<file path="src/rtl/cacheattr_pkg.sv">
package cacheattr_pkg;
  localparam int KIND_W = 3;

  typedef enum logic [KIND_W-1:0] {
    ACC_IO    = 3'd0,
    ACC_DIR   = 3'd1,
    ACC_TBL   = 3'd2,
    ACC_BIG   = 3'd3,
    ACC_SMALL = 3'd4,
    ACC_MISC  = 3'd5
  } acc_kind_e;

  typedef enum logic [1:0] {
    SRC_CTL  = 2'd0,
    SRC_BASE = 2'd1,
    SRC_DIR  = 2'd2,
    SRC_TBL  = 2'd3
  } pcd_src_e;

  typedef struct packed {
    logic pcd;
    logic burst;
    logic rd;
  } attr_t;
endpackage

</file>
<file path="src/rtl/pcd_select.sv">
module pcd_select
  import cacheattr_pkg::*;
(
  input  logic              ctl_cd,
  input  logic              ctl_pg,
  input  logic              dirbase_pcd,
  input  logic              dir_pcd,
  input  logic              tbl_pcd,
  input  logic [KIND_W-1:0] acc_kind,
  output logic              pcd_next
);
  pcd_src_e src;

  // Source choice: global bit when paging is off or cache is disabled,
  // otherwise the structure that governs this access kind.
  always_comb begin
    if (!ctl_pg || ctl_cd) begin
      src = SRC_CTL;
    end else begin
      case (acc_kind)
        ACC_TBL, ACC_BIG: src = SRC_DIR;
        ACC_SMALL:        src = SRC_TBL;
        default:          src = SRC_BASE;
      endcase
    end
  end

  always_comb begin
    case (src)
      SRC_CTL:  pcd_next = ctl_cd;
      SRC_BASE: pcd_next = dirbase_pcd;
      SRC_DIR:  pcd_next = dir_pcd;
      default:  pcd_next = tbl_pcd;
    endcase
  end
endmodule

</file>
<file path="src/rtl/burst_gate.sv">
module burst_gate
  import cacheattr_pkg::*;
(
  input  logic              rd_nwr,
  input  logic [KIND_W-1:0] acc_kind,
  input  logic              pcd_next,
  output logic              burst_next
);
  logic is_io;
  assign is_io      = (acc_kind == ACC_IO);
  assign burst_next = rd_nwr && !is_io && !pcd_next;
endmodule

</file>
<file path="src/rtl/attr_regs.sv">
module attr_regs
  import cacheattr_pkg::*;
(
  input  logic clk,
  input  logic rst_n,
  input  logic cyc_start,
  input  logic fill_stb,
  input  logic ken,
  input  attr_t attr_next,
  output attr_t attr_q,
  output logic fill_q
);
  always_ff @(posedge clk) begin
    if (!rst_n) begin
      attr_q <= '{pcd: 1'b1, burst: 1'b0, rd: 1'b0};
    end else if (cyc_start) begin
      attr_q <= attr_next;
    end
  end

  always_ff @(posedge clk) begin
    if (!rst_n) begin
      fill_q <= 1'b0;
    end else if (cyc_start) begin
      fill_q <= 1'b0;
    end else if (fill_stb) begin
      fill_q <= ken && attr_q.burst && attr_q.rd;
    end
  end
endmodule

</file>
<file path="src/rtl/cacheattr_gen.sv">
module cacheattr_gen
  import cacheattr_pkg::*;
(
  input  logic              clk,
  input  logic              rst_n,
  input  logic              cyc_start,
  input  logic              ctl_cd,
  input  logic              ctl_pg,
  input  logic              dirbase_pcd,
  input  logic              dir_pcd,
  input  logic              tbl_pcd,
  input  logic [KIND_W-1:0] acc_kind,
  input  logic              rd_nwr,
  input  logic              fill_stb,
  input  logic              ken,
  output logic              pcd_out,
  output logic              burst_out,
  output logic              fill_ok
);
  logic  pcd_next;
  logic  burst_next;
  attr_t attr_next;
  attr_t attr_q;

  pcd_select u_sel (
    .ctl_cd      (ctl_cd),
    .ctl_pg      (ctl_pg),
    .dirbase_pcd (dirbase_pcd),
    .dir_pcd     (dir_pcd),
    .tbl_pcd     (tbl_pcd),
    .acc_kind    (acc_kind),
    .pcd_next    (pcd_next)
  );

  burst_gate u_gate (
    .rd_nwr     (rd_nwr),
    .acc_kind   (acc_kind),
    .pcd_next   (pcd_next),
    .burst_next (burst_next)
  );

  assign attr_next = '{pcd: pcd_next, burst: burst_next, rd: rd_nwr};

  attr_regs u_regs (
    .clk       (clk),
    .rst_n     (rst_n),
    .cyc_start (cyc_start),
    .fill_stb  (fill_stb),
    .ken       (ken),
    .attr_next (attr_next),
    .attr_q    (attr_q),
    .fill_q    (fill_ok)
  );

  assign pcd_out   = attr_q.pcd;
  assign burst_out = attr_q.burst;
endmodule

</file>
<file path="config.mk">
export PLATFORM = sky130hd
export DESIGN_NAME = cacheattr_gen
export DESIGN_NICKNAME = d
export VERILOG_FILES = /design/src/rtl/cacheattr_pkg.sv /design/src/rtl/pcd_select.sv /design/src/rtl/burst_gate.sv /design/src/rtl/attr_regs.sv /design/src/rtl/cacheattr_gen.sv
export SDC_FILE = /design/constraint.sdc
export NUM_CORES = 1
export LEC_CHECK = 0
export BUFFER_PORTS_ARGS = -buffer_cell sky130_fd_sc_hd__buf_2
export CORE_AREA = 4 4 41 43
export DETAILED_ROUTE_END_ITERATION = 8
export DIE_AREA = 0 0 45 47
export GPL_TIMING_DRIVEN = 1
export PLACE_DENSITY_LB_ADDON = 0.3
export SYNTH_ARGS = -nofsm -noshare
export SYNTH_HDL_FRONTEND = slang
export SYNTH_HIERARCHICAL = 1
export SYNTH_SLANG_ARGS = --single-unit
</file>
<file path="constraint.sdc">
create_clock -name clk -period 2.4 [get_ports clk]
set_input_delay 0.48 -clock clk [delete_from_list [all_inputs] [get_ports clk]]
set_output_delay 0.48 -clock clk [all_outputs]
set_load 0.005 [all_outputs]
</file>
# After elaboration in Yosys (flattened, before gate mapping)
# Cells that the tools add are included.
totals:
  out_inout_bits: 3
  wordCells: 25
  inputBits: 14
  regBits: 4
op_classes:
  n_reduce_logical: 12
  n_mux: 3
  eq_ne: 5
  n_bitwise: 1
ops:
  columns: ["op", "n"]
  rows:
  - ["3-bit by 2-bit equality test with 1-bit output, second input constant", 2]
  - ["1-bit logical AND", 4]
  - ["2-bit one-hot mux with 2 select lines", 1]
  - ["2-bit OR reduction", 2]
  - ["3-bit equality test, second input constant", 1]
  - ["1-bit logical NOT", 3]
  - ["3-bit logical NOT", 1]
  - ["1-bit one-hot mux with 3 select lines", 1]
  - ["2-bit by 1-bit equality test with 1-bit output, second input constant", 1]
  - ["2-bit equality test, second input constant", 1]
  - ["2-bit logical NOT", 1]
  - ["2-bit two-way mux", 1]
  - ["1-bit logical OR", 1]
  - ["1-bit inverter", 1]

# Depth between registers and ports, before layout
logic_depth:
  word_depth: 8
  mapped_depth: 6
  depth_no_buf: 6

# Cells and area by module
# Netlist, hierarchy kept.
by_module_without_submodules:
  columns: ["mod", "instances", "seq_area_each_um2", "area_each_um2", "cells_each"]
  rows:
  - ["attr_regs", 1, 80.1, 150.1, 14]
  - ["pcd_select", 1, 0.0, 41.3, 6]
  - ["burst_gate", 1, 0.0, 22.5, 2]

# Worst setup path after synthesis
# No wires, ideal clock.
synth_timing:
  kind: "input-to-reg"
  start: "in dirbase_pcd"
  end: "reg, netlist name u_regs/attr_q[1]"
  required_ns: 2.335
  path_buffers: 0
  arrival_time_ns: 1.390
  path_slack_ns: 0.944
  setup_time_ns: 0.065
  cell_stages: 6
  path_cell_list: "nor2b_1 -> a211o_1 -> a31o_1 -> nor3b_2 -> mux2i_1 -> nor2b_1"
synth_between:
  elab_chain_cells: 3
synth_lines:
  columns: ["item", "line", "text"]
  rows:
  - ["start: declaration", "cacheattr_gen.sv:9", "input logic dirbase_pcd,"]
  - ["1-bit one-hot mux with 3 select lines", "pcd_select.sv:29", "case (src)"]
  - ["net pcd_next", "cacheattr_gen.sv:20", "logic pcd_next;"]
  - ["1-bit logical NOT", "burst_gate.sv:11", "assign burst_next = rd_nwr && !is_io && !pcd_next;"]
  - ["1-bit logical AND", "burst_gate.sv:11", null]
  - ["net burst_next", "cacheattr_gen.sv:21", "logic burst_next;"]
# The timed path passes the listed nets, and every way through them passes these cells.
# A chain may end at the register's enable or synchronous reset.

# Final worst setup path
layout_timing:
  start: "in dirbase_pcd"
  end: "reg, netlist name u_regs/attr_q[1]"
layout_between:
  elab_chain_cells: 3
layout_lines:
  columns: ["item", "line"]
  rows:
  - ["1-bit one-hot mux with 3 select lines", "pcd_select.sv:29"]
  - ["net pcd_next", "cacheattr_gen.sv:20"]
  - ["1-bit logical NOT", "burst_gate.sv:11"]
  - ["1-bit logical AND", "burst_gate.sv:11"]
  - ["net burst_next", "cacheattr_gen.sv:21"]
# The timed path passes the listed nets, and every way through them passes these cells.

==> results.cfg <==
[status]
outcome = complete, no violations

[global_route]
grt_max_degree = 6
grt_pass1_wl_microns = 869
grt_overflow = 0
gr-usage-all-layers = 0.0585
grt_antenna_before_repair = 0
grt_pass1_vias = 219

[final_layout]
drive_above_1_share = 0.512
syn2layout_area_growth_pct = 56.7
fin_area_sq_um = 335
diodes = 0
final_util = 0.258
layout.nets = 57
nFillCells = 145

[timing]
rsz0062_at_grt = false
skew_ns = 0.00378
max_freq_mhz = 727
period_needed_ns = 1.38
setup_violations = 0
relSlewSlack = 0.787
post-route-period-util = 0.573
finalHoldViolations = 0
worst_pin_slew_ns = 0.315
setup_tns_ns = 0
maxSlewViolCount = 0

[synthesis]
synth_top_cells_by_area = dfxtp_1, mux2i_1, nor2b_1
synth_commonest_cells = dfxtp_1, mux2i_1, nor2b_1
syn_area_per_cell_sq_um = 9.73
postSynthCellCount = 22
ys_types = 14
synth_top_cell_area_share = 0.374
async_flop_share = 0
yosys.cell_count.top_type = dfxtp_1
netlist_area_sq_um = 214
synth_nets = 36
yosysTopAreaCell = dfxtp_1
synth_mux_area_frac = 0.140
synth_compound_area_frac = 0.170
synth_top_family_by_area = simple AND/OR/NAND/NOR gates
synth_edf_count = 0
synth-seq-cells = 4
yosysSeqAreaShare = 0.374
synth-adder-area-share = 0
synth_xor_area_frac = 0
synthFlopType = dfxtp_1
yosys.area_share.simple = 0.298
yosys_warnings = 6

[route]
avgViaCountPerCell = 4.23
finalWirelength_microns = 534
drc = 0
drt_iter0_drc = 6
ant_nets = 0
dr.pass1.iters = 2
avgRoutedWirePerCell_microns = 9.54
vias = 237

[place]
place_area_sq_um = 313
dp_hpwl_microns = 436
gp_congestion = 0.595
numPortBuffers = 16

[hold_path]
worstHoldPathCells = 2
hold_path.class = in2reg
hp-start = rst_n
min_to = u_regs/attr_q[2]

[clock_network]
clock_sinks = 4
cts_buffers = 3
cts_root_buf = clkbuf_4
cts_hold_buffers = 0
cts_resized = 0
cts.clk_slew.worst_paths_ns = 0.04
postCtsSetupRepairBufs = 0
htree_levels = 1
cts_buffer_depth = 2
cts_tree = done
clk_latency_ns = 0.24

[die]
die_y_microns = 47
num_rows = 13
die_x_microns = 45
coreArea_sq_um = 1300
fp.dieArea_sq_um = 2120
start_util = 0.164
ioPinCount = 17

[worst_setup_path]
cp_slowest_stage_delay_ns = 0.25
worstPathArrival_ns = 1.55
rr_worst_depth = 2
crit_type = in2reg
crit_chain = buf_2 -> nor2b_1 -> a211o_1 -> a31o_1 -> nor3b_2 -> mux2i_1 -> nor2b_1
rrSetupSlack_ns = 1.78
timing.rr.end = u_regs/fill_q
r2r_start = u_regs/attr_q[1]
path_max_fanout = 2
cp-start-kind = primary input
cp-end-kind = flop
cpMostUsedCell = nor2b_1
required_ns = 2.57
slowest_stage = a211o_1

[power_and_ir_drop]
peakVddDrop_mv = 0.311
powerDensity_nw_per_um2 = 548
p_leak_nw = 0.159

[job]
drv_cap = 0
-- layout make-up --
type / count / area, sq um / share of cell area
flip-flops and latches: 4 / 80.1 / 0.239
multi-input cells: 17 / 130 / 0.388
inverters: 1 / 3.75 / 0.0112
well taps: 15 / 18.8 / 0.0560
repair buffers: 16 / 80.1 / 0.239
clock buffers: 3 / 22.5 / 0.0672
-- power by group --
part	switching [mW]	internal, mW	total [mW]
clock network	0.0286	0.0560	0.0847
registers	0.00141	0.0694	0.0708
logic	0.0117	0.0165	0.0282
-- per-layer routing --
| layer | part of all wire | track usage | up-vias |
|---|---|---|---|
| li1 | - | - | 121 |
| met1 | 0.48 | 0.0706 | 98 |
| met4 | 0 | 0 | 0 |
| met2 | 0.31 | 0.0819 | 18 |
| met3 | 0.21 | 0.0536 | 0 |
| met5 | 0 | 0 | - |
-- cells in the final DEF, fill, tap and decap left out, drive strengths merged --
cell type | synthesis | final
nor3b | 1 | 1
nor2b | 3 | 3
nand4 | 1 | 1
nand2b | 2 | 2
nand2 | 1 | 1
a21oi | 1 | 1
clkbuf | 0 | 3
nor3 | 1 | 1
buf | 0 | 16
a31o | 1 | 1
a211o | 1 | 1
mux2i | 3 | 3
o311ai | 1 | 1
o21ai | 1 | 1
inv | 1 | 1
dfxtp | 4 | 4
-- per-stage QoR --
step / worst slack, ns / total power, mW / hold slack [ns] / cells
floorplan: 0.944 / 0.0834 / 0.462 / 22
global placement: 0.779 / 0.100 / 0.464 / 53
detailed placement: 0.769 / 0.100 / 0.460 / 53
CTS: 1.02 / 0.189 / 0.433 / 56
global route: 0.902 / 0.199 / 0.434 / 56
finish: 1.02 / 0.184 / 0.444 / 56
-- kinds of logic after synthesis --
group | count (synthesis)
flops | 4
compound gates | 5
buf+inv | 1
mux | 3
simple gates | 9
-- flip-flops by register name, summed over array words and instances, names as in the netlist --
register	count
u_regs/fill_q	1
u_regs/attr_q	3
-- how the worst max path moves through the flow --
stage / start / to / slack, ns / cells after the start
after floorplan: dirbase_pcd / u_regs/attr_q[1] / 0.94 / 6
after global placement: dirbase_pcd / u_regs/attr_q[1] / 0.78 / 7
after detailed placement: dirbase_pcd / u_regs/attr_q[1] / 0.77 / 7
after CTS: dirbase_pcd / u_regs/attr_q[1] / 1.02 / 7
after global routing: acc_kind[1] / u_regs/attr_q[1] / 0.90 / 7
final: dirbase_pcd / u_regs/attr_q[1] / 1.02 / 7
-- worst max-delay path: cells and delay by family --
kind	cells	cell delay [ns]
AOI/OAI and AO/OA	2	0.49
muxes	1	0.08
buffers and inverters	1	0.10
and+or+nand+nor	3	0.39
Note: power is estimated with default switching activity, not from simulation.
